## src/rtl/wsrd_pkg.sv

```systemverilog
package wsrd_pkg;
  localparam int NSLOT    = 2;
  localparam int NROLE    = 3;
  localparam int FLD_W    = 4;
  localparam int ROLE_DST = 0;
  localparam int ROLE_S1  = 1;
  localparam int ROLE_S2  = 2;
  localparam int IMM_LSB  = 16;
  localparam int IMM_W    = 8;
  localparam int STEP_LG  = 3;

  // low bit of each operand field; the bank bit sits three above it
  function automatic int field_lsb(int slot, int role);
    int p;
    p = 0;
    if (slot == 0) begin
      case (role)
        ROLE_DST: p = 12;
        ROLE_S1:  p = 8;
        default:  p = 4;
      endcase
    end else begin
      case (role)
        ROLE_DST: p = 60;
        ROLE_S1:  p = 16;
        default:  p = 20;
      endcase
    end
    return p;
  endfunction
endpackage

```

## src/rtl/wsrd_field_pick.sv

```systemverilog
module wsrd_field_pick #(
  parameter int FLD_W = 4
) (
  input  logic [FLD_W-1:0] raw,
  output logic [FLD_W-1:0] fld
);
  always_comb begin
    fld = raw;
    fld[FLD_W-1] = ~raw[FLD_W-1];
  end
endmodule

```

## src/rtl/wsrd_win_add.sv

```systemverilog
module wsrd_win_add #(
  parameter int FLD_W   = 4,
  parameter int WB_W    = 4,
  parameter int PIDX_W  = 6,
  parameter int STEP_LG = 3
) (
  input  logic [FLD_W-1:0]  fld,
  input  logic              win_en,
  input  logic [WB_W-1:0]   win_base,
  output logic [PIDX_W-1:0] idx
);
  localparam int SCALED_W = WB_W + STEP_LG;
  logic [SCALED_W-1:0] scaled;
  logic [PIDX_W-1:0]   offset;

  always_comb begin
    scaled = {win_base, {STEP_LG{1'b0}}};
    offset = win_en ? PIDX_W'(scaled) : '0;
    idx    = PIDX_W'(fld) + offset;
  end
endmodule

```

## src/rtl/wsrd_imm_ext.sv

```systemverilog
module wsrd_imm_ext #(
  parameter int IMM_W = 8,
  parameter int OUT_W = 32
) (
  input  logic [IMM_W-1:0] imm,
  output logic [OUT_W-1:0] value
);
  assign value = {{(OUT_W-IMM_W){imm[IMM_W-1]}}, imm};
endmodule

```

## src/rtl/wsrd_decoder.sv

```systemverilog
module wsrd_decoder #(
  parameter int BUNDLE_W = 128,
  parameter int WB_W     = 4,
  parameter int OPW      = 32,
  parameter int PIDX_W   = 6
) (
  input  logic                clk,
  input  logic                rst,
  input  logic                in_valid,
  input  logic [BUNDLE_W-1:0] bundle,
  input  logic                slot_sel,
  input  logic                win_en,
  input  logic [WB_W-1:0]     win_base,
  input  logic                imm_form,
  output logic                out_valid,
  output logic [PIDX_W-1:0]   dst_idx,
  output logic [PIDX_W-1:0]   src1_idx,
  output logic [OPW-1:0]      src2_val
);
  import wsrd_pkg::*;

  localparam int ZPAD = OPW - PIDX_W;

  logic [FLD_W-1:0]  fld     [NSLOT][NROLE];
  logic [FLD_W-1:0]  sel_fld [NROLE];
  logic [PIDX_W-1:0] idx     [NROLE];
  logic [OPW-1:0]    imm_val;
  logic [OPW-1:0]    src2_next;
  logic              unused_bits;

  assign unused_bits = ^bundle;

  for (genvar s = 0; s < NSLOT; s++) begin : g_slot
    for (genvar r = 0; r < NROLE; r++) begin : g_role
      localparam int LSB = field_lsb(s, r);
      wsrd_field_pick #(.FLD_W(FLD_W)) u_pick (
        .raw (bundle[LSB +: FLD_W]),
        .fld (fld[s][r])
      );
    end
  end

  for (genvar r = 0; r < NROLE; r++) begin : g_win
    assign sel_fld[r] = fld[slot_sel][r];
    wsrd_win_add #(
      .FLD_W(FLD_W), .WB_W(WB_W), .PIDX_W(PIDX_W), .STEP_LG(STEP_LG)
    ) u_add (
      .fld      (sel_fld[r]),
      .win_en   (win_en),
      .win_base (win_base),
      .idx      (idx[r])
    );
  end

  wsrd_imm_ext #(.IMM_W(IMM_W), .OUT_W(OPW)) u_imm (
    .imm   (bundle[IMM_LSB +: IMM_W]),
    .value (imm_val)
  );

  assign src2_next = imm_form ? imm_val : {{ZPAD{1'b0}}, idx[ROLE_S2]};

  always_ff @(posedge clk) begin
    if (rst) begin
      out_valid <= 1'b0;
      dst_idx   <= '0;
      src1_idx  <= '0;
      src2_val  <= '0;
    end else begin
      out_valid <= in_valid;
      if (in_valid) begin
        dst_idx  <= idx[ROLE_DST];
        src1_idx <= idx[ROLE_S1];
        src2_val <= src2_next;
      end
    end
  end


  valid_rise_chk: assert property (@(posedge clk) disable iff (rst)
    in_valid |=> out_valid);


  valid_drop_chk: assert property (@(posedge clk) disable iff (rst)
    !in_valid |=> !out_valid);


  hold_chk: assert property (@(posedge clk) disable iff (rst)
    !in_valid |=> ($stable(dst_idx) && $stable(src1_idx) && $stable(src2_val)));


  flat_window_chk: assert property (@(posedge clk) disable iff (rst)
    (in_valid && !win_en) |=>
      (dst_idx[PIDX_W-1:FLD_W] == '0 && src1_idx[PIDX_W-1:FLD_W] == '0));


  imm_sign_chk: assert property (@(posedge clk) disable iff (rst)
    (in_valid && imm_form) |=>
      (src2_val[OPW-1:IMM_W-1] == '0 || src2_val[OPW-1:IMM_W-1] == '1));


  reg_zext_chk: assert property (@(posedge clk) disable iff (rst)
    (in_valid && !imm_form) |=> (src2_val[OPW-1:PIDX_W] == '0));


  reset_clear_chk: assert property (@(posedge clk)
    rst |=> (!out_valid && dst_idx == '0 && src1_idx == '0 && src2_val == '0));
endmodule

```

## config.mk

```make
export PLATFORM = sky130hd
export DESIGN_NAME = wsrd_decoder
export DESIGN_NICKNAME = d
export VERILOG_FILES = /design/src/rtl/wsrd_pkg.sv /design/src/rtl/wsrd_field_pick.sv /design/src/rtl/wsrd_win_add.sv /design/src/rtl/wsrd_imm_ext.sv /design/src/rtl/wsrd_decoder.sv
export SDC_FILE = /design/constraint.sdc
export NUM_CORES = 1
export LEC_CHECK = 0
export CAP_MARGIN = 20
export CORE_AREA = 2 2 81 91
export DETAILED_ROUTE_END_ITERATION = 8
export DIE_AREA = 0 0 83 93
export GPL_TIMING_DRIVEN = 0
export PLACE_DENSITY = 0.88
export SLEW_MARGIN = 30
export SYNTH_ARGS = -nofsm -noshare
export SYNTH_HDL_FRONTEND = slang
export SYNTH_HIERARCHICAL = 1
export SYNTH_SLANG_ARGS = --single-unit
```

## constraint.sdc

```tcl
create_clock -name clk -period 4.8 [get_ports clk]
set_input_delay 0.48 -clock clk [delete_from_list [all_inputs] [get_ports clk]]
set_output_delay 0.48 -clock clk [all_outputs]
set_load 0.02 [all_outputs]
```

### Word level (Yosys, flattened, before mapping)

Cells that the tools add are included.

| word-level totals | value |
|---|---|
| flip-flop bits (word level) | 45 |
| output and inout port bits | 45 |
| word-level logic and storage cells | 20 |

| operators by class | value |
|---|---|
| multiplexer cells | 5 |
| $lt $le $gt $ge | 1 |
| add/subtract/negate cells | 3 |
| bitwise operators | 7 |

Operators with widths:

| kind | count |
|---|---|
| 2-to-1 mux 12 bit | 3 |
| 2-to-1 mux 32 bit | 1 |
| adder 4 x 6 -> 6 bit | 3 |
| 2-to-1 mux 6 bit | 1 |
| NOT 1 bit | 6 |
| greater-or-equal comparator 2 bit, second input constant | 1 |
| NOT 1 -> 2 bit | 1 |

### Longest topological paths before layout

Gate-level depths: netlist of run 1.

| logic depth | value |
|---|---|
| depth in word-level cells | 6 |
| depth in mapped cells | 7 |
| mapped depth without buffers | 7 |

### Modules after synthesis

The synthesis of run 1 kept the hierarchy.

By module, submodules not included:

| module | cells an instance | area an instance (um^2) | instances | seq. area each (um^2) |
|---|---|---|---|---|
| wsrd_decoder | 196 | 1890.6 | 1 | 900.9 |
| wsrd_imm_ext | 32 | 240.2 | 1 | 0.0 |
| wsrd_win_add | 9 | 75.1 | 3 | 0.0 |
| wsrd_field_pick | 4 | 26.3 | 6 | 0.0 |

### Worst setup path after synthesis of run 1

Ideal clock, no wire load.

| timing path | value |
|---|---|
| kind | input to register |
| start | input port slot_sel |
| end | register src2_val[5] |
| slack | 2.923 ns |
| buffers on the path | 1 |
| required time | 4.721 ns |
| stages | 7 |
| arrival | 1.797 ns |
| path through | buf_2 mux2_1 ha_1 ha_1 xnor2_1 mux2i_1 a211oi_2 |

RTL lines:

| what | RTL line | text |
|---|---|---|
| from (decl) | wsrd_decoder.sv:11 | `input logic slot_sel,` |
| to (signal assigned) | wsrd_decoder.sv:73 | `src2_val <= src2_next;` |
| to (decl) | wsrd_decoder.sv:18 | `output logic [OPW-1:0] src2_val` |

==> results of run 1 <==
## area by class of cell
class / count / share of cell area (%)
multi-input combinational: 151 / 31.5
sequential: 45 / 27.4
timing repair buffer: 56 / 17.1
buffer: 77 / 16.9
tap: 85 / 3.24
clock buffer: 5 / 2.10
clock inverter: 2 / 1.07
inverter: 6 / 0.686
## synth_stat cells, drive strengths merged
| master | count | area, sq um |
|---|---|---|
| nand3 | 26 | 130 |
| ha | 6 | 75.1 |
| dfxtp | 45 | 901 |
| inv | 6 | 22.5 |
| a211oi | 6 | 65.1 |
| mux2 | 12 | 135 |
| clkbuf | 4 | 15.0 |
| mux2i | 18 | 180 |
| and2 | 6 | 45.0 |
| nand2 | 3 | 11.3 |
| buf | 73 | 541 |
| xnor2 | 3 | 26.3 |
| nor2b | 1 | 6.26 |
| nor2 | 18 | 67.6 |
| a21oi | 26 | 130 |
| nand2b | 26 | 163 |
## layout by cell type (no fill, tap or decap)
master           count
nand2_1              3
buf_4               65
mux2i_1             18
nor2b_1              1
inv_1                6
clkbuf_1             4
nand3_1             26
nor2_1              18
dfxtp_1             45
ha_1                 6
buf_2                6
a21oi_1             26
mux2_1              10
and2_2               6
a211oi_1             2
mux2_2               2
buf_6                2
a211oi_2             4
nand2b_1            26
clkbuf_8             5
bufinv_16            1
clkinv_2             1
clkdlybuf4s50_1     56
xnor2_1              3
## power by group through the flow
stage / Sequential [mW] / Clock (mW) / Combinational, mW
after floorplan: 0.434 / 0 / 0.107
after global placement: 0.410 / 0 / 0.196
after detailed placement: 0.411 / 0 / 0.201
after CTS: 0.403 / 0.284 / 0.202
after global routing: 0.405 / 0.295 / 0.217
final: 0.403 / 0.275 / 0.199
## critical path, delay by kind of cell
family | cells | cell delay (ns)
buf+inv | 2 | 1.12
fa+ha+maj | 2 | 0.38
compound gates | 1 | 0.21
mux | 2 | 0.43
xor+xnor | 1 | 0.19
## registers in the layout, indices dropped and copies added, names as in the netlist
register,cells
out_valid,1
src1_idx,6
src2_val,32
dst_idx,6
## cells by family after synthesis
kind of cell | Yosys count
fa+ha+maj | 6
simple gates | 80
compound gates | 32
buf+inv | 83
xor+xnor | 3
mux | 30
flops | 45
## metrics by stage
step / power [mW] / std cells / cell area (sq um) / utilization (%)
floorplan: 0.540 / 279 / 2510 / -
global placement: 0.606 / 420 / 3180 / 46.5
detailed placement: 0.612 / 420 / 3180 / 46.5
CTS: 0.889 / 427 / 3280 / 48.0
global route: 0.918 / 427 / 3280 / 48.0
finish: 0.877 / 427 / 3280 / 48.0
## path summary, 6_finish.rpt
check / from / endpoint / cells after the start
setup / recovery: bundle[23] / src2_val[5] / 8
hold / removal: rst / src2_val[2] / 2
setup reg to reg: src2_val[0] / src2_val[0] / 2
hold reg to reg: src2_val[6] / src2_val[6] / 2
## per-layer routing
layer	global-route usage (%)	share of wire (%)	vias up	wire length, um
li1	-	-	985	-
met1	17.1	45	870	2470
met2	25.0	46	63	2550
met3	5.91	8.1	6	446
met4	3.28	0.87	0	48
met5	0	0	-	0
==> metrics.csv, run 1 <==
metric;value;unit
Final WS setup;2.18;ns
f_max;382;MHz
Clock power frac;31.4;%
initial antenna violation count;0;
reg2reg setup slack;4.13;ns
Psw;222;uW
setup TNS;0;ns
combinational fraction of design power;22.7;%
xor/xnor share of the synthesized area;1.05;%
FP Rows;32;
first-pass GRT wire length;9100;um
Multi-input gate area;1030;sq um
largest net degree at the start of global routing;27;
die width;83;um
register area;901;sq um
Initial Utilization;36.7;%
setup bufs post-CTS;0;
Slew Limit Fails;0;
status;finished clean;
Leakage;1.39;nW
Post-Syn Area per Cell;9.01;sq um
core area;6850;sq um
highest cell delay on the worst timing path;1.03;ns
pre-CTS setup slack;1.89;ns
num ports;183;
Max Root-Sink Buffers;2;
Critical Path Source Type;primary input;
WP data arrival;2.83;ns
synthesized netlist cell count;279;
Finish-stage setup viols;0;
DRT Wirelength;5510;um
vias in the first global route;1952;
IO Port Bufs;56;
post-synthesis compound-gate area fraction;7.77;%
relative slew slack;42.4;%
endpoints failing hold;0;
critical path, cell by cell;clkdlybuf4s50_1 > inv_1 > mux2_1 > ha_1 > ha_1 > xnor2_1 > mux2i_1 > a211oi_2;
CTS tree;built;
vias per cell;4.51;
hold_buf cts;0;
CP Max Fanout;26;
Adder-Cell Fraction of Synth Area;2.99;%
share of cells above drive strength 1;26.9;%
Yosys reg bits;45;
Worst-path clk slew;0.08;ns
Final Hold Slack;0.473;ns
syn_nets;423;
period utilization;54.5;%
maxcap violations;0;
root buf cell;clkbuf_8;
overall die area;7720;sq um
CTS Sinks;45;
CP max stage cell;clkdlybuf4s50_1;
kind of end point of the critical path;flop;
First DRT Iteration DRCs;53;
yosys synthesis warning count;6;
CTS Buf Count;5;
fin crit period;2.62;ns
synth-to-layout area growth;30.7;%
post_cts resized;0;
sequential share of the synthesized area;35.8;%
placer congestion estimate;0.757;
drt drc;0;
Synth Area in Simple Gates;16.8;%
switching share of total power;25.3;%
HP Class;in2reg;
placed wire-length estimate;4270;um
Die Y;93;um
critical path class;in2reg;
DRT antenna net count;0;
GRT Total Usage;14.6;%
RSZ-0062 raised after global routing;no;
H-tree depth;2;
via count;1924;
Max IR drop VDD;0.208;mV
Cell variety after synth;20;
Fillers;663;
clock latency on the worst-skew pair;0.29;ns
Most common cell on crit path;ha_1;
area of the mapped netlist;2510;sq um
required time of the critical path;5.01;ns
Worst-Margin Slew;0.861;ns
mux contribution to synthesized area;12.5;%
internal power;655;uW
antenna cells;0;
largest family of logic cells by synthesized area;buffers and inverters;
cell area power density;267;nW/um^2
final net count;486;
gr ovfl total;0;
sequential share of power;45.9;%
Layout Skew;0;ns
1st-pass router iterations;4;
DR WL/cell;12.9;um
Note: power is estimated with default switching activity, not from simulation.
==> inputs of run 2 (changes only) <==
- CORE_AREA: 2 2 81 91 -> 2 2 88 98
- DIE_AREA: 0 0 83 93 -> 0 0 90 100
- PLACE_DENSITY: 0.88 -> 0.79
- clock period: 4.8 -> 2.4 ns (I/O delays scaled with it)
==> run 2 against run 1 <==
  * Global-route usage down 2.0 points
  * Largest cell class unchanged
  * Power up 92%
  * Die area up 17%
  * Final area up 0.91%
  * Worst hold slack worse by 0.25 ns
  * Clock-buffer cell count up 1
  * Critical endpoint unchanged
==> metrics.csv, run 2 (synthesis gave the netlist of run 1 again) <==
metric;value;unit
fin crit period;2.13;ns
num ports;183;
vias in the first global route;1905;
r2r endpoint;src2_val[0];
critical path class;in2reg;
H-tree depth;2;
FP Rows;35;
Post-DP Area;3210;sq um
Reg2Reg Depth;2;
crit path from;slot_sel;
hold_buf cts;0;
antenna cells;0;
RSZ-0062 raised after global routing;no;
DRT antenna net count;0;
status;finished clean;
f_max;470;MHz
Most common cell on crit path;ha_1;
Slew Limit Fails;0;
Levels on crit path;8;
critical path, cell by cell;clkdlybuf4s50_1 > buf_2 > mux2_1 > ha_1 > ha_1 > xnor2_1 > mux2i_1 > a211oi_2;
highest cell delay on the worst timing path;0.51;ns
1st-pass router iterations;4;
WP data arrival;2.35;ns
placed wire-length estimate;4270;um
IO Port Bufs;56;
first-pass GRT wire length;9120;um
period utilization;88.6;%
CTS tree;built;
setup bufs post-CTS;0;
r2r startpoint;src2_val[0];
Leakage;1.38;nW
commonest cells after routing, fill and taps aside;65 x buf_4, 55 x clkdlybuf4s50_1, 45 x dfxtp_1;
CTS Buf Count;5;
CP max stage cell;clkdlybuf4s50_1;
core area;8150;sq um
required time of the critical path;2.62;ns
Biggest register;src2_val;
DRT Wirelength;5610;um
reg2reg setup slack;1.72;ns
largest net degree at the start of global routing;27;
root buf cell;clkbuf_8;
vias per cell;4.16;
First DRT Iteration DRCs;30;
GRT Total Usage;12.6;%
post_cts resized;1;
DR WL/cell;12.3;um
Max IR drop VDD;0.341;mV
synth-to-layout area growth;31.9;%
relative slew slack;64.6;%
clock latency on the worst-skew pair;0.30;ns
worst path bufs/invs;2;
Finish-stage setup viols;0;
overall die area;9000;sq um
drt drc;0;
max reg flops;32;
Largest regs;src2_val x32, dst_idx x6, src1_idx x6;
die width;90;um
share of cells above drive strength 1;27.0;%
setup TNS;0;ns
HP Class;in2reg;
via count;1891;
CP Max Fanout;10;
CP Capture Point;src2_val[5];
Max Root-Sink Buffers;2;
Die Y;100;um
maxcap violations;0;
CP top delay family;buffers and inverters;
Worst-Margin Slew;0.532;ns
gr ovfl total;0;
Critical Path Source Type;primary input;
Layout Skew;0;ns
placer congestion estimate;0.769;
kind of end point of the critical path;flop;
Worst-path clk slew;0.08;ns
endpoints failing hold;0;
initial antenna violation count;0;
most common cell after layout, fill and taps aside;buf_4;
cell area power density;507;nW/um^2
Initial Utilization;30.9;%
final net count;487;
Final Power;1.68;mW
CTS Sinks;45;
Finished Cell Area;3310;sq um
[run 2: cell count changes in the layout (fill, tap and decap cells not counted), sizes merged]
cell / change
buf: +1
bufinv: -1
clkbuf: +1
clkdlybuf4s50: -1
clkinv: -1
clkinvlp: +2
dlygate4sd2: +1
[run 2: layout make-up]
cell class                 instances  area, sq um
clock inverter                     2         15.0
clock buffer                       6         72.6
buffer                            77          556
inverter                           6         22.5
sequential                        45          901
multi-input combinational        151         1030
fill                             861         4830
tap                              111          139
timing repair buffer              57          574
[run 2: metal layers]
layer	track usage [%]	wire length, um	up-vias
met3	3.90	408	5
met1	15.2	2570	839
li1	-	-	986
met5	0	0	-
met4	3.55	43	0
met2	21.7	2590	61
[run 2: power breakdown]
group	internal [mW]	total (mW)	leakage [nW]	switching, mW
clock network	0.206	0.475	0.0374	0.270
logic	0.222	0.399	0.974	0.178
registers	0.785	0.805	0.369	0.0201
total	1.21	1.68	1.38	0.467
[run 2: worst min-delay path, delay by kind of cell]
family	cells	cell delay, ns
AO/OA/AOI/OAI	1	0.06
buffers and inverters	1	0.10
AND/OR/NAND/NOR	1	0.07
[run 2: worst min path at each step]
| stage | endpoint | cells past startpoint | slack [ns] | from |
|---|---|---|---|---|
| 5_1_grt | src2_val[6] | 3 | 0.25 | bundle[22] |
| 4_1_cts | src2_val[6] | 3 | 0.22 | bundle[22] |
| 3_5_place_dp | src2_val[21] | 2 | 0.46 | src2_val[21] |
| 2_1_floorplan | src2_val[2] | 2 | 0.49 | rst |
| 3_3_place_gp | src2_val[31] | 2 | 0.45 | src2_val[31] |
| 6_report | src2_val[6] | 3 | 0.22 | bundle[22] |
[run 2: per-stage QoR]
step	hold WS, ns	setup slack (ns)	utilization, %	instances
after global placement	0.454	-0.276	39.4	446
after global routing	0.246	0.182	40.7	455
after floorplan	0.493	0.763	-	279
after CTS	0.218	0.192	40.5	454
final	0.223	0.274	40.7	455
after detailed placement	0.459	-0.391	39.4	446
==> inputs of run 3 (changes only) <==
- CORE_AREA: 2 2 88 98 -> 5 5 84 94
- DIE_AREA: 0 0 90 100 -> 0 0 89 99
- PLACE_DENSITY: 0.79 -> 0.88
- clock period: 2.4 -> 2.54 ns (I/O delays scaled with it)
==> run 3 against run 2 <==
  * Sequential share of layout area is 0.36 points higher
  * First-iteration DRC count is 40% higher
  * Power decreased by 4.6%
  * Largest cell class unchanged
==> metrics.csv, run 3 (synthesis gave the netlist of run 1 again) <==
metric;value;unit
CTS Sinks;45;
clock latency on the worst-skew pair;0.31;ns
Die Y;99;um
DRT Wirelength;5640;um
Placed Cells;420;
Leakage;1.38;nW
required time of the critical path;2.78;ns
initial antenna violation count;0;
Largest regs;src2_val x32, dst_idx x6, src1_idx x6;
IO Port Bufs;56;
hold_buf cts;0;
largest net degree at the start of global routing;27;
First DRT Iteration DRCs;42;
Final WS setup;0.199;ns
Worst-Margin Slew;0.815;ns
non-filler cells, final;428;
DRT antenna net count;0;
post_cts resized;0;
setup TNS;0;ns
fin crit period;2.34;ns
CTS tree;built;
WP data arrival;2.58;ns
first-pass GRT wire length;9180;um
maxcap violations;0;
Max IR drop VDD;0.298;mV
DR WL/cell;13.2;um
placed wire-length estimate;4420;um
antenna cells;0;
overall die area;8810;sq um
Final Power;1.60;mW
via count;1936;
root buf cell;clkbuf_8;
Layout Skew;0;ns
RSZ-0062 raised after global routing;no;
highest cell delay on the worst timing path;1.00;ns
Max Root-Sink Buffers;2;
CP Max Fanout;26;
vias per cell;4.52;
CTS Buf Count;5;
H-tree depth;2;
GRT Total Usage;13.2;%
FP Rows;32;
Finished Cell Area;3270;sq um
commonest cells after routing, fill and taps aside;65 x buf_4, 56 x clkdlybuf4s50_1, 45 x dfxtp_1;
1st-pass router iterations;4;
critical path, cell by cell;clkdlybuf4s50_1 > inv_1 > mux2_1 > ha_1 > ha_1 > xnor2_1 > mux2i_1 > a211oi_2;
HP Class;in2reg;
share of cells above drive strength 1;27.1;%
most common cell after layout, fill and taps aside;buf_4;
Post-DP Area;3180;sq um
critical path class;in2reg;
f_max;427;MHz
placer congestion estimate;0.789;
core area;6850;sq um
Critical Path Source Type;primary input;
period utilization;92.2;%
vias in the first global route;1953;
max reg flops;32;
Finish-stage setup viols;0;
endpoints failing hold;0;
die width;89;um
gr ovfl total;0;
kind of end point of the critical path;flop;
pre-CTS setup slack;-0.179;ns
relative slew slack;45.5;%
Initial Utilization;36.7;%
CP max stage cell;clkdlybuf4s50_1;
Most common cell on crit path;ha_1;
final net count;486;
status;finished clean;
setup bufs post-CTS;0;
Worst-path clk slew;0.10;ns
Slew Limit Fails;0;
drt drc;0;
num ports;183;
synth-to-layout area growth;30.1;%
Biggest register;src2_val;
cell area power density;490;nW/um^2
-- run 3: cell count changes in the layout (fill, tap and decap cells not counted) --
cell,before,now
clkdlybuf4s50_1,55,56
inv_6,0,1
clkbuf_1,5,4
buf_8,1,0
clkinv_2,0,1
dlygate4sd2_1,1,0
clkinvlp_4,2,1
-- run 3: final cells by class --
class | instances | area [sq um]
flip-flops and latches | 45 | 901
multi-input cells | 151 | 1030
plain buffers | 77 | 556
well taps | 85 | 106
inverters | 6 | 22.5
repair buffers | 56 | 561
clock buffers | 5 | 68.8
fillers | 644 | 3580
clock inverters | 3 | 21.3
-- run 3: through the flow --
| step | util [%] | hold WS, ns |
|---|---|---|
| 3_3_place_gp | 46.5 | 0.455 |
| 6_report | 47.8 | 0.242 |
| 4_1_cts | 47.8 | 0.229 |
| 3_5_place_dp | 46.5 | 0.462 |
| 5_1_grt | 47.8 | 0.249 |
| 2_1_floorplan | - | 0.507 |
-- run 3: where the power goes --
group	switching, mW	total [mW]	internal [mW]
combinational	0.166	0.376	0.210
sequential	0.0189	0.761	0.742
clock	0.270	0.466	0.196
-- run 3: layer usage --
layer / vias up / GRT usage (%) / part of all wire, %
met4: 0 / 4.35 / 1.8
met2: 72 / 20.1 / 43
met5: - / 0 / 0
met1: 866 / 17.0 / 45
met3: 9 / 5.18 / 10
li1: 989 / - / -
-- run 3: final timing paths --
kind / start / to / slack, ns / cells past startpoint
max: bundle[23] / src2_val[5] / 0.20 / 8
min: rst / src2_val[2] / 0.24 / 2
max reg2reg: src2_val[0] / src2_val[0] / 1.86 / 2
min reg2reg: src2_val[23] / src2_val[23] / 0.48 / 2
-- run 3: critical path, delay by kind of cell --
kind | cells | cell delay, ns
adder cells (fa/ha/maj) | 2 | 0.39
AO/OA/AOI/OAI | 1 | 0.20
buffers and inverters | 2 | 1.10
multiplexers | 2 | 0.43
XOR/XNOR | 1 | 0.19
